### src/rtl/gpio_sc_pkg.sv
package gpio_sc_pkg;
   localparam int OFF_SET = 'h00;
   localparam int OFF_CLR = 'h10;
   localparam int OFF_EN  = 'h20;
   localparam int OFF_REL = 'h30;
   localparam int OFF_LVL = 'h40;
   localparam int BUS_W   = 32;

   typedef enum logic [2:0] {
      WK_NONE,
      WK_SET,
      WK_CLR,
      WK_EN,
      WK_REL
   } wr_kind_e;
endpackage

### src/rtl/gpio_sc_sync.sv
module gpio_sc_sync #(
   parameter int WIDTH  = 32,
   parameter int STAGES = 2
) (
   input  logic             clk,
   input  logic             rst_n,
   input  logic [WIDTH-1:0] d_async,
   output logic [WIDTH-1:0] q_sync
);
   generate
      if (STAGES < 2) begin : g_bad
         $error("gpio_sc_sync: STAGES must be at least 2");
      end
   endgenerate

   logic [WIDTH-1:0] stage [STAGES];

   always_ff @(posedge clk) begin
      if (!rst_n) begin
         for (int i = 0; i < STAGES; i++) stage[i] <= '0;
      end else begin
         stage[0] <= d_async;
         for (int i = 1; i < STAGES; i++) stage[i] <= stage[i-1];
      end
   end

   assign q_sync = stage[STAGES-1];
endmodule

### src/rtl/gpio_sc_latch_bank.sv
module gpio_sc_latch_bank #(
   parameter int WIDTH = 32
) (
   input  logic             clk,
   input  logic             rst_n,
   input  logic             set_stb,
   input  logic             clr_stb,
   input  logic [WIDTH-1:0] mask,
   output logic [WIDTH-1:0] q
);
   always_ff @(posedge clk) begin
      if (!rst_n)       q <= '0;
      else if (clr_stb) q <= q & ~mask;
      else if (set_stb) q <= q | mask;
   end

   // ones in the mask end up high
   a_r2_set_bits_high: assert property (@(posedge clk) disable iff (!rst_n)
      (set_stb && !clr_stb) |=> ((q & $past(mask)) == $past(mask)));
   // ones in the mask end up low
   a_r3_clr_bits_low: assert property (@(posedge clk) disable iff (!rst_n)
      clr_stb |=> ((q & $past(mask)) == '0));
   // zero mask bits keep their value
   a_r4_zero_bits_keep: assert property (@(posedge clk) disable iff (!rst_n)
      (set_stb || clr_stb) |=> ((q & ~$past(mask)) == ($past(q) & ~$past(mask))));
   // no strobe, no change
   a_r10_idle_hold: assert property (@(posedge clk) disable iff (!rst_n)
      (!set_stb && !clr_stb) |=> $stable(q));
endmodule

### src/rtl/gpio_setclr_port.sv
module gpio_setclr_port
   import gpio_sc_pkg::*;
#(
   parameter int PIN_COUNT   = 32,
   parameter int ADDR_W      = 8,
   parameter int SYNC_STAGES = 2
) (
   input  logic                 clk,
   input  logic                 rst_n,
   input  logic                 wr_en,
   input  logic [ADDR_W-1:0]    wr_addr,
   input  logic [31:0]          wr_data,
   input  logic                 rd_en,
   input  logic [ADDR_W-1:0]    rd_addr,
   output logic [31:0]          rd_data,
   input  logic [PIN_COUNT-1:0] pin_in,
   output logic [PIN_COUNT-1:0] pin_out,
   output logic [PIN_COUNT-1:0] pin_oe
);
   generate
      if (PIN_COUNT < 1 || PIN_COUNT > BUS_W) begin : g_bad_pins
         $error("gpio_setclr_port: PIN_COUNT must be 1..32");
      end
      if (ADDR_W < 7) begin : g_bad_addr
         $error("gpio_setclr_port: ADDR_W too narrow for offset 0x40");
      end
   endgenerate

   localparam logic [ADDR_W-1:0] A_SET = ADDR_W'(OFF_SET);
   localparam logic [ADDR_W-1:0] A_CLR = ADDR_W'(OFF_CLR);
   localparam logic [ADDR_W-1:0] A_EN  = ADDR_W'(OFF_EN);
   localparam logic [ADDR_W-1:0] A_REL = ADDR_W'(OFF_REL);
   localparam logic [ADDR_W-1:0] A_LVL = ADDR_W'(OFF_LVL);

   wr_kind_e               kind;
   logic [PIN_COUNT-1:0]   wmask;
   logic [PIN_COUNT-1:0]   lvl_sync;

   always_comb begin
      kind = WK_NONE;
      if (wr_en) begin
         case (wr_addr)
            A_SET:   kind = WK_SET;
            A_CLR:   kind = WK_CLR;
            A_EN:    kind = WK_EN;
            A_REL:   kind = WK_REL;
            default: kind = WK_NONE;
         endcase
      end
   end

   assign wmask = wr_data[PIN_COUNT-1:0];

   gpio_sc_latch_bank #(.WIDTH(PIN_COUNT)) u_out_bank (
      .clk     (clk),
      .rst_n   (rst_n),
      .set_stb (kind == WK_SET),
      .clr_stb (kind == WK_CLR),
      .mask    (wmask),
      .q       (pin_out)
   );

   gpio_sc_latch_bank #(.WIDTH(PIN_COUNT)) u_oe_bank (
      .clk     (clk),
      .rst_n   (rst_n),
      .set_stb (kind == WK_EN),
      .clr_stb (kind == WK_REL),
      .mask    (wmask),
      .q       (pin_oe)
   );

   gpio_sc_sync #(.WIDTH(PIN_COUNT), .STAGES(SYNC_STAGES)) u_sync (
      .clk     (clk),
      .rst_n   (rst_n),
      .d_async (pin_in),
      .q_sync  (lvl_sync)
   );

   always_ff @(posedge clk) begin
      if (!rst_n)        rd_data <= '0;
      else if (rd_en)    rd_data <= (rd_addr == A_LVL) ? 32'(lvl_sync) : '0;
   end

   // level read returns the synchronizer output
   a_r6_level_read: assert property (@(posedge clk) disable iff (!rst_n)
      (rd_en && rd_addr == A_LVL) |=> (rd_data == 32'($past(lvl_sync))));
   // other offsets read as zero
   a_r8_other_reads_zero: assert property (@(posedge clk) disable iff (!rst_n)
      (rd_en && rd_addr != A_LVL) |=> (rd_data == '0));
   // writes to the level or unmapped offsets touch no latch
   a_r9_ignored_write: assert property (@(posedge clk) disable iff (!rst_n)
      (wr_en && wr_addr != A_SET && wr_addr != A_CLR && wr_addr != A_EN
       && wr_addr != A_REL) |=> ($stable(pin_out) && $stable(pin_oe)));
   // idle write channel holds both latches
   a_r10_no_strobe_hold: assert property (@(posedge clk) disable iff (!rst_n)
      !wr_en |=> ($stable(pin_out) && $stable(pin_oe)));
endmodule

### config.mk
export PLATFORM = sky130hd
export DESIGN_NAME = gpio_setclr_port
export DESIGN_NICKNAME = d
export VERILOG_FILES = /design/src/rtl/gpio_sc_pkg.sv /design/src/rtl/gpio_sc_sync.sv /design/src/rtl/gpio_sc_latch_bank.sv /design/src/rtl/gpio_setclr_port.sv
export SDC_FILE = /design/constraint.sdc
export NUM_CORES = 1
export LEC_CHECK = 0
export ABC_AREA = 1
export BUFFER_PORTS_ARGS = -buffer_cell sky130_fd_sc_hd__buf_2
export CORE_UTILIZATION = 45
export DETAILED_ROUTE_END_ITERATION = 10
export MAX_ROUTING_LAYER = met4
export PLACE_DENSITY = 0.68
export SETUP_SLACK_MARGIN = 0.3
export SLEW_MARGIN = 40
export SYNTH_ARGS = -nofsm -noshare
export SYNTH_HDL_FRONTEND = slang
export SYNTH_SLANG_ARGS = --single-unit
### constraint.sdc
create_clock -name clk -period 2.3 [get_ports clk]
set_input_delay 0.23 -clock clk [delete_from_list [all_inputs] [get_ports clk]]
set_output_delay 0.23 -clock clk [all_outputs]
set_load 0.005 [all_outputs]
==> results.yml, run 1 <==
timing:
  final_setup_skew_ns: 0.00520
  max_clock_freq_ghz: 0.891
  worst_pin_slew_ns: 0.650
  whs_ns: 0.0185
  grt_setup_unrepaired: "no"
  setup_viol_count_final: 0
  fin_crit_ns: 1.12
  final.setup.tns_ns: 0
  timing.final.crit_share: 0.488
  slew_viols_final: 0
  timing_hold_violations_final: 0
  max_slew_margin: 0.567
route:
  drt-vias-per-instance: 4.69
  wirelength_met1_mm: 6.40
  met2RoutedLength_mm: 6.83
  num_vias: 5502
  routed_wire_length_per_instance_um: 12.0
  routed_wl_mm: 14.1
  drt_first_pass_iters: 5
  met3WireLength_um: 710
  antenna_left: 0
  drt_iter0_markers: 344
  highest_routing_layer_actually_used: "met4"
  drc: 0
die:
  placeableCoreArea_sq_um: 13200
  floorplan.initialDensity: 0.460
  fp.dieW_um: 118
  fp-row-count: 42
  boundaryPins: 180
  die_area_sq_um: 13900
  fp.dieH_um: 118
worst_setup_path:
  category_of_the_worst_setup_path_capture_point: "register"
  worstSetupStartpoint: "wr_addr[3]"
  setup.worst_path.class: "in2reg"
  r2r_setup_slack_ns: 1.63
  r2r.worst_path.cells: 2
  crit_path_start_kind: "input pin"
  worst_path_max_fanout: 42
  timing.rr.start: "rd_data[30]"
  r2r_path_end: "rd_data[30]"
  cp_data_arrival_time_ns: 1.43
  cp_data_required_time_ns: 2.61
power:
  power.static_leakage_nw: 4.18
  vdd.ir_drop.worst_v: 0.000424
  power.density_cell_area_nw_per_um2: 819
finish:
  layout.nets: 1069
  commonest_cells_after_routing_fill_and_taps_aside: "sky130_fd_sc_hd__nor2_1, sky130_fd_sc_hd__buf_2, sky130_fd_sc_hd__dfxtp_1, sky130_fd_sc_hd__nand2_1, sky130_fd_sc_hd__inv_1"
  final_layout_size_suffix_gt1_frac: 0.232
  antenna-diode-count: 0
  syn_to_final_growth_pct: 30.7
  layout_commonest_cell: "sky130_fd_sc_hd__nor2_1"
  finish.instance_area_sq_um: 7930
logic_synthesis:
  ys_warn_count: 0
  synth.area.top_cells: "sky130_fd_sc_hd__dfxtp_1, sky130_fd_sc_hd__nor2_1, sky130_fd_sc_hd__nand2_1"
  yosysUniqueCellTypes: 21
  synth-seq-area-share: 0.528
  syn_avg_cell_area_sq_um: 7.47
  synth_fp_nets: 895
  synth.cell_area_sq_um: 6060
  synthCells: 811
  synth-seq-cells: 160
  yosys_top_cell_by_area: "sky130_fd_sc_hd__dfxtp_1"
  synth_top_cell_area_share: 0.528
grt:
  grt_pass1_vias: 4762
  grt_antenna_before_repair: 0
  globalRouteTotalUtil: 0.211
  global_route_wire_length_before_repair_mm: 22.9
  grt-ovfl-total: 0
  grt_max_degree: 91
cts:
  ctsRootBufferMaster: "sky130_fd_sc_hd__clkbuf_16"
  clk_path_buf_depth: 2
  tritoncts: "done"
  h-tree-depth: 4
  cts_inserted_buffers: 17
  post_cts_resized: 0
  insertion_delay_ns: 0.41
  path_clk_slew_ns: 0.06
  clkSinkCount: 160
placement:
  place_hpwl_mm: 8.57
  place_congestion: 0.748
  post_dp_cell_area_sq_um: 7020
  buffer_ports.inserted: 179
run:
  timing.max_cap.violations: 0
run_status:
  run_status: "complete, no violations"
min_path:
  hp-class: "in2reg"
==> cell families (layout without fill, tap and decap cells) <==
| group | after synthesis | count (layout) | synth area share |
|---|---|---|---|
| AND/OR/NAND/NOR | 430 | 430 | 0.309 |
| buffers and inverters | 157 | 343 | 0.110 |
| flip-flops | 160 | 160 | 0.528 |
| AO/OA/AOI/OAI | 64 | 64 | 0.0528 |
==> Yosys cell counts <==
library cell and n:
sky130_fd_sc_hd__a21oi_1 32, sky130_fd_sc_hd__and2_1 1, sky130_fd_sc_hd__buf_1 4, sky130_fd_sc_hd__buf_2 24
sky130_fd_sc_hd__buf_6 6, sky130_fd_sc_hd__clkbuf_1 23, sky130_fd_sc_hd__dfxtp_1 160, sky130_fd_sc_hd__inv_1 98
sky130_fd_sc_hd__inv_2 2, sky130_fd_sc_hd__nand2_1 130, sky130_fd_sc_hd__nand2_2 1, sky130_fd_sc_hd__nand3_1 32
sky130_fd_sc_hd__nand4_1 64, sky130_fd_sc_hd__nand4_2 2, sky130_fd_sc_hd__nor2_1 194, sky130_fd_sc_hd__nor2_2 3
sky130_fd_sc_hd__nor2_4 1, sky130_fd_sc_hd__nor2_8 1, sky130_fd_sc_hd__nor3_2 1, sky130_fd_sc_hd__o21ai_0 31
sky130_fd_sc_hd__o21ai_1 1
==> metal layers <==
layer	up-vias	track usage
met5	-	-
met4	0	0.0881
met3	9	0.0460
met2	137	0.336
met1	2477	0.258
li1	2879	-
==> report_power, final <==
| group | leakage [nW] | switching [W] | internal (W) |
|---|---|---|---|
| clock network | 0.336 | 0.00106 | 0.00215 |
| logic | 2.54 | 0.000240 | 0.000163 |
| registers | 1.31 | 0.0000253 | 0.00285 |
| total | 4.18 | 0.00132 | 0.00517 |
==> how the worst min path moves through the flow <==
| stage | to | slack, ns | startpoint | cells after the start |
|---|---|---|---|---|
| 2_1_floorplan | u_sync.stage[0][0] | 0.33 | pin_in[0] | 2 |
| 3_3_place_gp | u_sync.stage[0][43] | 0.39 | u_sync.stage[0][11] | 2 |
| 3_5_place_dp | u_sync.stage[0][43] | 0.40 | u_sync.stage[0][11] | 2 |
| 4_1_cts | u_sync.stage[0][11] | 0.0008 | pin_in[11] | 3 |
| 5_1_grt | u_sync.stage[0][21] | 0.007 | pin_in[21] | 3 |
| 6_report | u_sync.stage[0][21] | 0.02 | pin_in[21] | 3 |
==> cell type report <==
type	instances	area [sq um]
fillers	1245	5270
flip-flops and latches	160	3200
multi-input cells	494	2200
repair buffers	212	1240
clock buffers	22	484
inverters	100	375
well taps	176	220
clock inverters	9	203
==> repair_timing <==
| action | CTS | global route |
|---|---|---|
| hold endpoints to repair | 22 | 0 |
| buffers inserted | 0 | 0 |
| hold buffers | 22 | 0 |
| setup endpoints to repair | 0 | 0 |
==> per-stage QoR <==
stage,instances,total power [W],setup slack (ns),utilization
2_1_floorplan,811,0.00315,1.20,-
3_3_place_gp,1120,0.00331,0.791,0.532
3_5_place_dp,1120,0.00331,0.767,0.532
4_1_cts,1173,0.00654,1.15,0.601
5_1_grt,1173,0.00673,1.06,0.601
6_report,1173,0.00649,1.18,0.601
==> critical path, stage by stage <==
cell and delay (ns):
sky130_fd_sc_hd__buf_2 0.10, sky130_fd_sc_hd__nor2_2 0.18, sky130_fd_sc_hd__nand2_2 0.12, sky130_fd_sc_hd__nor2_8 0.27, sky130_fd_sc_hd__buf_12 0.25, sky130_fd_sc_hd__nand4_1 0.11, sky130_fd_sc_hd__nand2_1 0.11, sky130_fd_sc_hd__nor2_1 0.04
No activity file was read; power rests on OpenSTA's default activity.
==> inputs of run 2 (changes only) <==
PLACE_DENSITY = 0.71   (was 0.68)
clock period = 0.9 ns   (was 2.3 ns; I/O delays follow)
==> run 2 against run 1 <==
  * The run now ends with hold timing, setup timing left
  * Final cell count up 6.9%
  * Non-clock buffer count up 75
  * Sequential cell count stayed put
  * Critical path type unchanged
  * Largest power group is now registers
==> results.yml, run 2 (synthesized netlist as in run 1, its figures left out) <==
run_status:
  run_status: "complete, but fails checks"
  violations: "hold timing, setup timing"
timing:
  max_slew_margin: 0.794
  timing.final.crit_share: 1.09
  timing_hold_violations_final: 16
  max_clock_freq_ghz: 1.02
  setup_viol_count_final: 103
  fin_crit_ns: 0.979
  grt_setup_unrepaired: "yes"
  whs_ns: -0.0150
  finalWorstSetupSlack_ns: -0.0793
  worst_pin_slew_ns: 0.309
  slew_viols_final: 0
  final_setup_skew_ns: 0.00687
route:
  routed_wire_length_per_instance_um: 16.2
  num_vias: 6445
  drc: 0
  drt_iter0_markers: 425
  antenna_left: 0
  routed_wl_mm: 20.4
  drt_first_pass_iters: 5
  drt-vias-per-instance: 5.14
finish:
  syn_to_final_growth_pct: 66.4
  layoutNonFillerInstCount: 1254
  postLayoutCoreUtil: 0.765
  layout_commonest_cell: "sky130_fd_sc_hd__nor2_1"
  final_layout_size_suffix_gt1_frac: 0.466
  finish.instance_area_sq_um: 10100
  commonest_cells_after_routing_fill_and_taps_aside: "sky130_fd_sc_hd__nor2_1, sky130_fd_sc_hd__buf_2, sky130_fd_sc_hd__nand2_1, sky130_fd_sc_hd__dfxtp_2, sky130_fd_sc_hd__inv_1"
  layout.nets: 1145
  n_fill_cell: 848
grt:
  global_route_wire_length_before_repair_mm: 29.1
  grt_max_degree: 68
  grt-ovfl-total: 0
  grt_pass1_vias: 5970
  globalRouteTotalUtil: 0.274
  grt_antenna_before_repair: 3
worst_setup_path:
  critical_path.top_delay_family: "simple AND/OR/NAND/NOR gates"
  crit_path_start_kind: "input pin"
  worst_path_max_fanout: 8
  path_common_cell: "sky130_fd_sc_hd__nor2_1"
  setup.worst_path.class: "in2reg"
  category_of_the_worst_setup_path_capture_point: "register"
  cpPeakStageDelay_ns: 0.24
  cp_data_arrival_time_ns: 1.29
  timing.critical_path.slowest_stage_cell: "sky130_fd_sc_hd__clkbuf_16"
  cp_data_required_time_ns: 1.21
  worstPathBufferInverterCount: 3
  timing.critical_path.cells: "buf_8, nor2_4, buf_6, nand4_4, clkbuf_16, nor2_2, nor2_1, nor2_1"
  worstSetupStartpoint: "wr_addr[7]"
cts:
  h-tree-depth: 4
  cts_inserted_buffers: 17
  path_clk_slew_ns: 0.06
  tritoncts: "done"
  insertion_delay_ns: 0.41
  clk_path_buf_depth: 2
  cts_hold_repair.buffers: 32
  clkSinkCount: 160
  ctsRootBufferMaster: "sky130_fd_sc_hd__clkbuf_16"
die:
  fp.dieH_um: 118
  boundaryPins: 180
  floorplan.initialDensity: 0.460
  die_area_sq_um: 13900
  fp-row-count: 42
  placeableCoreArea_sq_um: 13200
  fp.dieW_um: 118
min_path:
  hold_start: "wr_data[31]"
  hp-class: "in2reg"
placement:
  post_dp_cell_area_sq_um: 7290
  buffer_ports.inserted: 179
  place_hpwl_mm: 9.10
  place.detailed.instances: 1131
  place_congestion: 0.770
power:
  power.static_leakage_nw: 4.87
  power.density_cell_area_nw_per_um2: 1620
  vdd.ir_drop.worst_v: 0.00124
  p_total_w: 0.0163
run:
  timing.max_cap.violations: 0
## run 2: cell type report
cell class	count	area [sq um]	share of cell area
Antenna cell	4	10.0	0.000992
Clock inverter	12	159	0.0158
Tap cell	176	220	0.0218
Inverter	100	390	0.0387
Sequential cell	160	3330	0.330
Multi-Input combinational cell	495	2790	0.276
Timing Repair Buffer	287	2740	0.272
Clock buffer	20	447	0.0443
## run 2: worst reg2reg max path: cells and delay by family (launching register included)
| family | cells | cell delay (ns) |
|---|---|---|
| flip-flops | 1 | 0.33 |
| AND/OR/NAND/NOR | 2 | 0.28 |
| buffers and inverters | 1 | 0.12 |
## run 2: timing repair
item	CTS	global route
setup endpoints to repair	192	192
buffers inserted	20	16
gates resized for setup	262	96
gates cloned	14	5
pin swaps	47	52
endpoints found under the hold margin	91	7
## run 2: through the flow
stage,setup WS (ns),hold WS (ns),setup TNS [ns]
finish,-0.0793,-0.0150,-3.76
global route,-0.0975,-0.0119,-7.36
CTS,-0.0659,-0.0370,-5.22
detailed placement,-0.194,0.276,-15.01
global placement,-0.157,0.273,-13.14
floorplan,-0.0240,0.188,-1.28
## run 2: power breakdown
group / internal [W] / total, W / switching [W]
combinational: 0.000724 / 0.00158 / 0.000853
sequential: 0.00731 / 0.00740 / 0.0000935
clock: 0.00446 / 0.00734 / 0.00288
## run 2: per-layer routing
metal	part of all wire	track usage
met1	0.39	0.314
met2	0.50	0.447
met3	0.057	0.0625
met4	0.053	0.144
met5	0	-
## run 2: final timing paths
path / endpoint / slack, ns / depth (start not counted)
max: register / -0.08 / 8
min: register / -0.01 / 4
max reg2reg: register / 0.04 / 3
min reg2reg: u_sync.stage[0][63] / 0.41 / 2
